`config.mk`:
```
export PLATFORM = sky130hd
export DESIGN_NAME = lockreg_irq
export DESIGN_NICKNAME = d
export VERILOG_FILES = /design/src/rtl/lockreg_pkg.sv /design/src/rtl/lockreg_decode.sv /design/src/rtl/lockreg_lock.sv /design/src/rtl/lockreg_irqset.sv /design/src/rtl/lockreg_irq.sv
export SDC_FILE = /design/constraint.sdc
export NUM_CORES = 1
export LEC_CHECK = 0
export BUFFER_PORTS_ARGS = -buffer_cell sky130_fd_sc_hd__buf_2
export CAP_MARGIN = 25
export CORE_MARGIN = 2
export CORE_UTILIZATION = 50
export CTS_BUF_LIST = sky130_fd_sc_hd__clkbuf_4 sky130_fd_sc_hd__clkbuf_8 sky130_fd_sc_hd__clkbuf_16
export CTS_CLUSTER_DIAMETER = 150
export DETAILED_ROUTE_END_ITERATION = 8
export PLACE_DENSITY = 0.82
export RECOVER_POWER = 50
export REMOVE_ABC_BUFFERS = 1
export SYNTH_ARGS = -nofsm -noshare
export SYNTH_HDL_FRONTEND = slang
export SYNTH_HIERARCHICAL = 1
export SYNTH_SLANG_ARGS = --single-unit
```
`constraint.sdc`:
```
create_clock -name clk_i -period 3.54 [get_ports clk_i]
set_input_delay 1.062 -clock clk_i [delete_from_list [all_inputs] [get_ports clk_i]]
set_output_delay 1.062 -clock clk_i [all_outputs]
set_load 0.01 [all_outputs]
```
`src/rtl/lockreg_pkg.sv`:
```
package lockreg_pkg;

    // Slot indices of the decoded register map
    localparam int SL_LOCK = 0;
    localparam int SL_STAT = 1;
    localparam int SL_MASK = 2;
    localparam int SL_EN   = 3;
    localparam int SL_DIS  = 4;
    localparam int N_SLOT  = 5;

    // Byte offsets, 12 bits wide; the address is zero-extended before compare
    localparam logic [11:0] SLOT_OFS [N_SLOT] = '{
        12'h000, 12'h030, 12'h034, 12'h038, 12'h03C
    };

    localparam logic [31:0] UNLOCK_KEY = 32'h0000_DF0D;

    // Source-bit map: low field of n bits plus the top bit
    function automatic logic [31:0] src_bits(input int n);
        logic [31:0] m;
        m = '0;
        for (int i = 0; i < n; i++) m[i] = 1'b1;
        m[31] = 1'b1;
        return m;
    endfunction

    typedef struct packed {
        logic [31:0] status;
        logic [31:0] mask;
    } irq_state_t;

    typedef struct packed {
        logic locked;
    } lock_state_t;

endpackage

```
`src/rtl/lockreg_decode.sv`:
```
module lockreg_decode
    import lockreg_pkg::*;
#(
    parameter int ADDR_W = 8
) (
    input  logic [ADDR_W-1:0] addr_i,
    output logic [N_SLOT-1:0] sel_o
);
    logic [11:0] addr_x;
    logic        aligned;

    assign addr_x  = 12'(addr_i);
    assign aligned = (addr_i[1:0] == 2'b00);

    for (genvar g = 0; g < N_SLOT; g++) begin : g_slot
        assign sel_o[g] = aligned && (addr_x == SLOT_OFS[g]);
    end
endmodule

```
`src/rtl/lockreg_lock.sv`:
```
module lockreg_lock
    import lockreg_pkg::*;
(
    input  logic        clk_i,
    input  logic        rst_ni,
    input  logic        wr_i,
    input  logic [31:0] wr_data_i,
    output logic        locked_o
);
    lock_state_t lk_d, lk_q;

    always_comb begin
        lk_d = lk_q;
        if (wr_i) lk_d.locked = (wr_data_i != UNLOCK_KEY);
    end

    always_ff @(posedge clk_i or negedge rst_ni) begin
        if (!rst_ni) lk_q <= '{locked: 1'b1};
        else         lk_q <= lk_d;
    end

    assign locked_o = lk_q.locked;
endmodule

```
`src/rtl/lockreg_irqset.sv`:
```
module lockreg_irqset
    import lockreg_pkg::*;
#(
    parameter int N_LOW = 15
) (
    input  logic           clk_i,
    input  logic           rst_ni,
    input  logic           stat_wr_i,
    input  logic           en_wr_i,
    input  logic           dis_wr_i,
    input  logic [31:0]    wr_data_i,
    input  logic [N_LOW:0] ev_i,
    output logic [31:0]    status_o,
    output logic [31:0]    mask_o,
    output logic           irq_o
);
    localparam logic [31:0] SRC = src_bits(N_LOW);

    irq_state_t st_d, st_q;
    logic [31:0] ev_x;
    logic [31:0] wbits;

    always_comb begin
        ev_x = '0;
        for (int i = 0; i < N_LOW; i++) ev_x[i] = ev_i[i];
        ev_x[31] = ev_i[N_LOW];
    end

    assign wbits = wr_data_i & SRC;

    always_comb begin
        st_d = st_q;
        if (stat_wr_i) st_d.status = st_q.status & ~wbits;
        if (en_wr_i)   st_d.mask   = st_q.mask & ~wbits;
        if (dis_wr_i)  st_d.mask   = st_q.mask | wbits;
        // events applied last: a set wins over a same-cycle clear
        st_d.status = st_d.status | ev_x;
    end

    always_ff @(posedge clk_i or negedge rst_ni) begin
        if (!rst_ni) st_q <= '{status: 32'h0, mask: SRC};
        else         st_q <= st_d;
    end

    assign status_o = st_q.status;
    assign mask_o   = st_q.mask;
    assign irq_o    = |(st_q.status & ~st_q.mask);
endmodule

```
`src/rtl/lockreg_irq.sv`:
```
module lockreg_irq
    import lockreg_pkg::*;
#(
    parameter int ADDR_W = 8,
    parameter int N_LOW  = 15
) (
    input  logic              clk_i,
    input  logic              rst_ni,
    input  logic [ADDR_W-1:0] addr_i,
    input  logic [31:0]       wr_data_i,
    input  logic              wr_en_i,
    input  logic              rd_en_i,
    input  logic [N_LOW:0]    ev_i,
    output logic [31:0]       rd_data_o,
    output logic              irq_o
);
    logic [N_SLOT-1:0] sel;
    logic              locked;
    logic              wr_ok;
    logic [31:0]       status;
    logic [31:0]       mask;

    lockreg_decode #(.ADDR_W(ADDR_W)) u_dec (
        .addr_i (addr_i),
        .sel_o  (sel)
    );

    lockreg_lock u_lock (
        .clk_i     (clk_i),
        .rst_ni    (rst_ni),
        .wr_i      (wr_en_i && sel[SL_LOCK]),
        .wr_data_i (wr_data_i),
        .locked_o  (locked)
    );

    assign wr_ok = wr_en_i && !locked;

    lockreg_irqset #(.N_LOW(N_LOW)) u_irq (
        .clk_i     (clk_i),
        .rst_ni    (rst_ni),
        .stat_wr_i (wr_ok && sel[SL_STAT]),
        .en_wr_i   (wr_ok && sel[SL_EN]),
        .dis_wr_i  (wr_ok && sel[SL_DIS]),
        .wr_data_i (wr_data_i),
        .ev_i      (ev_i),
        .status_o  (status),
        .mask_o    (mask),
        .irq_o     (irq_o)
    );

    always_comb begin
        rd_data_o = '0;
        if (rd_en_i) begin
            if (sel[SL_LOCK])      rd_data_o = {31'b0, locked};
            else if (sel[SL_STAT]) rd_data_o = status;
            else if (sel[SL_MASK]) rd_data_o = mask;
        end
    end
endmodule

```
==> metrics.md, run 1 <==
| Metric | Value |
|---|---|
| GRT met2 Usage | `40.2%` |
| Rel. slew slack | `-18.2%` |
| Crit Path Category | `input port to output port` |
| Die Span X | `74.4 um` |
| Io pins | `93` |
| Die height | `74.4 um` |
| Core area | `4750 um^2` |
| Post-Syn Area | `2480 um^2` |
| Max Cap Violations | `1` |
| Switching Fraction | `25.9%` |
| Filler cell count | `427` |
| Synthesis Warnings | `6` |
| P_sw | `204 uW` |
| Synth cell types | `31` |
| Clk buf depth | `2` |
| Via Count | `2287` |
| Setup-failing EPs final | `0` |
| Port buffer count | `76` |
| Starting DRT DRC Count | `95` |
| Clock network fraction of total power | `36.6%` |
| Antenna-violating nets left | `0` |
| Sequential Power Share | `51.2%` |
| Post-layout util | `62.1%` |
| Worst setup EP type | `output port` |
| Failing checks | `capacitance limit, slew limit` |
| Largest net degree at the start of global routing | `34` |
| Clock Sinks | `33` |
| Final #Nets | `435` |
| Worst Hold Class | `flip-flop to flip-flop` |
| Hold path start | `u_irq/status_o[13]` |
| Row cnt | `25` |
| P_leak | `0.00112 uW` |
| Grt met3 use | `5.42%` |
| CTS Buf Count | `5` |
| Max Clock Freq | `284 MHz` |
| Power Dens Cells | `267 nW/um^2` |
| Sequential fraction of the synthesis area | `34.2%` |
| Worst EP arrival | `2.46 ns` |
| H-tree depth | `2` |
| Die footprint | `5540 um^2` |
| Post-route insts no fill | `443` |
| Startpoint types | `input port` |
| Dpl cells | `434` |
| 1st-pass router iterations | `4` |
| Final period utilization | `99.4%` |
| CP max FO | `10` |
| VDD IR max | `0.265 mV` |
| Post-route cell area | `2950 um^2` |
| Final hold vios | `0` |
| Drt via density | `5.16` |
| Gate Count Post-Synth | `298` |
| Final GP Congestion | `0.843` |
| Fin Setup TNS | `0 ns` |
| Gr usage total | `23.1%` |
| Root buf cell | `clkbuf_8` |
| Logic pwr share | `12.1%` |
| Clk pin slew, worst setup/hold paths | `0.07 ns` |
| Met1 GRT Util | `28.1%` |
| Tightest Pin Transition | `1.77 ns` |
| Worst r2r src | `u_lock/locked_o` |
| Routed WL | `6160 um` |
| CTS tree | `built` |
| DRC Markers | `0` |
| Initial antenna violation count | `0` |
| Synth Register Bits | `33` |
| Gr ovfl total | `0` |
| Worst skew pair latency | `0.29 ns` |
| Post-placement cell area | `2830 um^2` |
| Worst EP required | `2.48 ns` |
| RSZ-0062 raised after global routing | `true` |
| Diodes inserted | `0` |
| Max-slew violations | `34` |
| Critical Path Start | `addr_i[0]` |
| Clk_skew | `0.00347 ns` |
| Status | `finished, violations left` |
| Mapped Avg Cell Area | `8.32 um^2` |
| Busiest layer in global routing | `met2` |
| Tmin final | `3.52 ns` |
| First-pass GRT wire length | `9780 um` |
| Starting Density | `52.2%` |
| Vias in the first global route | `2152` |
| Layout area overhead | `19.1%` |
| Internal Pwr Total | `584 uW` |
| DPL Wire Length | `4490 um` |
| Share of post-route cells with drive strength above 1 | `32.7%` |
| WL/cell | `13.9 um` |
## per-stage QoR
step                      total power (uW)  hold slack [ns]  worst slack [ns]
after floorplan                        439            0.464             -1.72
after global placement                 500            0.481            0.0356
after detailed placement               503            0.488           0.00490
after CTS                              792            0.504          0.000665
after global routing                   822            0.528           -0.0495
final                                  788            0.504            0.0214
## worst paths after layout
| kind | end | slack, ns | cells past startpoint |
|---|---|---|---|
| worst max-delay path | rd_data_o[6] | 0.02 | 7 |
| worst min-delay path | u_irq/status_o[13] | 0.50 | 1 |
| worst max register to register | flip-flop | 2.01 | 4 |
| worst min register to register | u_irq/status_o[13] | 0.50 | 1 |
| max in group asynchronous | u_irq/status_o[3] | 1.28 | 1 |
| min in group asynchronous | u_irq/status_o[8] | 1.24 | 1 |
## power by group through the flow
stage / Combinational [uW] / Sequential (uW) / Clock, uW
final: 95.5 / 404 / 289
after global routing: 107 / 405 / 310
after CTS: 93.2 / 404 / 295
after detailed placement: 93.0 / 410 / 0
after global placement: 90.5 / 409 / 0
after floorplan: 31.7 / 407 / 0
## per-layer routing
metal	share of wire (%)	vias up	wire, um
li1	-	1122	-
met2	50	88	3060
met1	42	1071	2570
met3	7.3	6	448
met4	1.3	0	77
met5	0	-	0
## cells in the mapped netlist (all sizes together)
cell type / n / share of area [%]
a21o: 16 / 4.9
nor4: 5 / 1.3
nor3: 1 / 0.20
nor2: 3 / 0.56
dfstp: 17 / 18
a22o: 16 / 5.7
a2111oi: 4 / 1.6
nand4bb: 3 / 1.4
nand4b: 2 / 0.71
a21oi: 32 / 6.5
conb: 1 / 0.15
nand3b: 32 / 9.7
dfrtp: 16 / 16
a221oi: 1 / 0.61
nor2b: 13 / 3.6
and2: 4 / 1.0
buf: 49 / 14
nand4: 1 / 0.25
nand2: 64 / 9.7
nand2b: 4 / 1.0
inv: 6 / 0.91
a31oi: 1 / 0.25
clkbuf: 2 / 0.35
or4: 5 / 1.7
## repair_timing
action,4_1_cts,5_1_grt
endpoints found under the setup margin,0,16
buffers inserted,0,1
hold buffers,0,0
gates resized for setup,0,5
## kinds of logic (layout without fill, tap and decap cells)
family | count (synthesis) | after routing | share of synthesized area, %
buffers and inverters | 57 | 104 | 15.2
AND/OR/NAND/NOR | 137 | 137 | 31.0
other | 1 | 32 | 0.151
AO/OA/AOI/OAI | 70 | 70 | 19.5
flip-flops | 33 | 33 | 34.2
## final cells by class
type                    count  area (um^2)  area share, %
well taps                  67         83.8           2.84
inverters                   6         22.5          0.762
flip-flops and latches     33          847           28.7
multi-input cells         239         1410           47.7
repair buffers             90          504           17.1
clock buffers               6         76.3           2.58
clock inverters             2         10.0          0.339
## worst max-delay path, cell delays in order
cell and delay, ns:
buf_2 0.12, or4_4 0.55, nor2_4 0.16, nand2b_1 0.15, buf_4 0.20, a21oi_1 0.07, buf_2 0.14
## cells in the final DEF, fill, tap and decap left out, types with 2 or more instances in the layout
master     Yosys  layout
buf_6          3       2
a21o_1        15      15
nand4b_1       2       2
buf_4         33      11
a21oi_1       32      31
nand3b_1      32      32
dfrtp_1       16      16
buf_2         13      75
nor4_1         5       4
dfstp_2       17      17
nand2_1       64      64
nor2_4         0       2
and2_1         4       4
clkinv_2       0       2
a2111oi_1      4       4
nand2b_1       4       4
a22o_1        16      16
inv_1          6       6
or4_1          4       4
nor2b_1       12      12
conb_1         1      32
clkbuf_8       0       5
nand4bb_1      3       2
(Power assumes the default switching activity.)
==> run 2: changes to the inputs <==
- GPL_TIMING_DRIVEN: unset -> 0
==> run 2 against run 1 <==
Net effect:
- the run ends with capacitance limit, slew limit, setup timing left
- routed wire length up 9.1%
- worst setup slack worse by 0.072 ns
- first-iteration DRC count down 21%
- highest routed layer unchanged
- clock-buffer cell count unchanged
- sequential power about the same
==> metrics.md, run 2 (synthesis gave the netlist of run 1 again) <==
| Metric | Value |
|---|---|
| Starting DRT DRC Count | `75` |
| First-pass GRT wire length | `10100 um` |
| Startpoint types | `input port` |
| Gr usage total | `24.0%` |
| Worst r2r src | `u_lock/locked_o` |
| Power Dens Cells | `247 nW/um^2` |
| Reg area | `847 um^2` |
| Tightest Pin Transition | `1.76 ns` |
| Crit Path Category | `input port to output port` |
| Starting Density | `52.2%` |
| Final hold vios | `0` |
| Share of post-route cells with drive strength above 1 | `38.2%` |
| Setup-failing EPs final | `9` |
| CP delay by family, top | `simple AND/OR/NAND/NOR gates` |
| Failing checks | `capacitance limit, slew limit, setup timing` |
| Die height | `74.4 um` |
| Clk pin slew, worst setup/hold paths | `0.06 ns` |
| Worst skew pair latency | `0.29 ns` |
| Post-route cell area | `3220 um^2` |
| Max-slew violations | `34` |
| Worst EP required | `2.48 ns` |
| Worst EP arrival | `2.53 ns` |
| Clk buf depth | `2` |
| 1st-pass router iterations | `4` |
| P_leak | `0.00122 uW` |
| DRC Markers | `0` |
| Row cnt | `25` |
| Clock Sinks | `33` |
| Rel. slew slack | `-17.3%` |
| Worst setup EP type | `output port` |
| Clk_skew | `0.00667 ns` |
| Most frequent cells in the layout | `buf_2, nand2_1, nand3b_1, conb_1, a21oi_1` |
| CP Buf/Inv Count | `3` |
| Slowest stage delay, CP | `0.58 ns` |
| Hold path start | `u_irq/status_o[7]` |
| Layout area overhead | `29.9%` |
| Critical-path cell list | `buf_8 > or4_4 > nor2_4 > clkbuf_16 > a21oi_4 > a221oi_2 > buf_2` |
| Drt via density | `5.24` |
| VDD IR max | `0.238 mV` |
| Status | `finished, violations left` |
| Routed WL | `6720 um` |
| Final period utilization | `101%` |
| Root buf cell | `clkbuf_8` |
| Most common cell after layout, fill and taps aside | `buf_2` |
| Final Hold Slack | `0.502 ns` |
| CTS Buf Count | `5` |
| Max Clock Freq | `278 MHz` |
| Via Count | `2380` |
| Initial antenna violation count | `0` |
| Worst Hold Class | `flip-flop to flip-flop` |
| Port buffer count | `76` |
| Slowest stage cell on the critical path | `or4_4` |
| Io pins | `93` |
| Critical Path Start | `addr_i[0]` |
| Die footprint | `5540 um^2` |
| Die Span X | `74.4 um` |
| Diodes inserted | `0` |
| Core area | `4750 um^2` |
| Vias in the first global route | `2256` |
| Largest net degree at the start of global routing | `34` |
| Max Cap Violations | `1` |
| CP max FO | `4` |
| RSZ-0062 raised after global routing | `true` |
| Final GP Congestion | `0.826` |
| Gr ovfl total | `0` |
| DPL Wire Length | `4370 um` |
| Final #Nets | `446` |
| CTS tree | `built` |
| Setup WS post-layout | `-0.0511 ns` |
| R2R Setup Slk | `1.87 ns` |
| Filler cell count | `398` |
| H-tree depth | `2` |
| Area of the multi-input gates | `1490 um^2` |
| Tmin final | `3.59 ns` |
| Antenna-violating nets left | `0` |
| Post-placement cell area | `2800 um^2` |
| WL/cell | `14.8 um` |
[run 2: cell types whose count changed in the layout (fill, tap and decap cells not counted), moves of 2 or more]
cell,change
a21oi_1,-6
a21oi_2,+5
buf_16,+2
buf_2,-2
buf_4,+5
buf_8,+2
nand2_1,-6
nand2_2,+5
[run 2: path summary, 6_finish.rpt]
check	end	cells after the start
setup / recovery	rd_data_o[0]	7
hold / removal	u_irq/status_o[7]	1
setup reg to reg	u_irq/status_o[2]	4
hold reg to reg	u_irq/status_o[7]	1
max in group asynchronous	u_irq/status_o[5]	1
min in group asynchronous	u_irq/status_o[7]	1
[run 2: per-stage QoR]
stage,TNS (ns),worst slack [ns],utilization [%],instances,power (uW)
final,-0.242,-0.0511,67.7,454,795
after detailed placement,-4.60,-0.388,58.8,426,502
after global placement,-74.68,-3.29,56.9,421,494
after global routing,-0.910,-0.0947,67.7,454,825
after CTS,-0.356,-0.0595,65.7,445,791
after floorplan,-33.87,-1.72,-,278,439
[run 2: layout make-up]
class | count | share of cell area (%)
clock buffer | 6 | 2.37
clock inverter | 2 | 0.311
inverter | 6 | 0.699
multi-input combinational | 240 | 46.2
sequential | 33 | 26.3
tap | 67 | 2.60
timing repair buffer | 100 | 21.6
[run 2: layer usage]
metal,global-route usage (%),up-vias,share of wire [%]
li1,-,1146,-
met3,4.88,5,7.6
met4,5.16,0,0.61
met5,0,-,0
met2,46.2,96,53
met1,27.2,1133,38
[run 2: report_power, final]
part | internal, uW | switching, uW | total [uW] | leakage [uW]
Sequential | 395 | 8.95 | 404 | 0.000316
Clock | 144 | 139 | 283 | 0.0000484
Combinational | 52.1 | 55.9 | 108 | 0.000860
[run 2: worst reg2reg max path, cell delays in order, from the launching register on]
cell and delay (ns):
dfstp_2 0.38, nor2b_1 0.17, and2_1 0.62, nand2_1 0.17
a21o_1 0.22
[run 2: repair_timing]
action | CTS | global route
hold buffers | 0 | 0
buffers inserted | 7 | 10
pin swaps | 4 | 12
cloned | 4 | 0
setup endpoints to repair | 16 | 16
resized for setup | 18 | 14
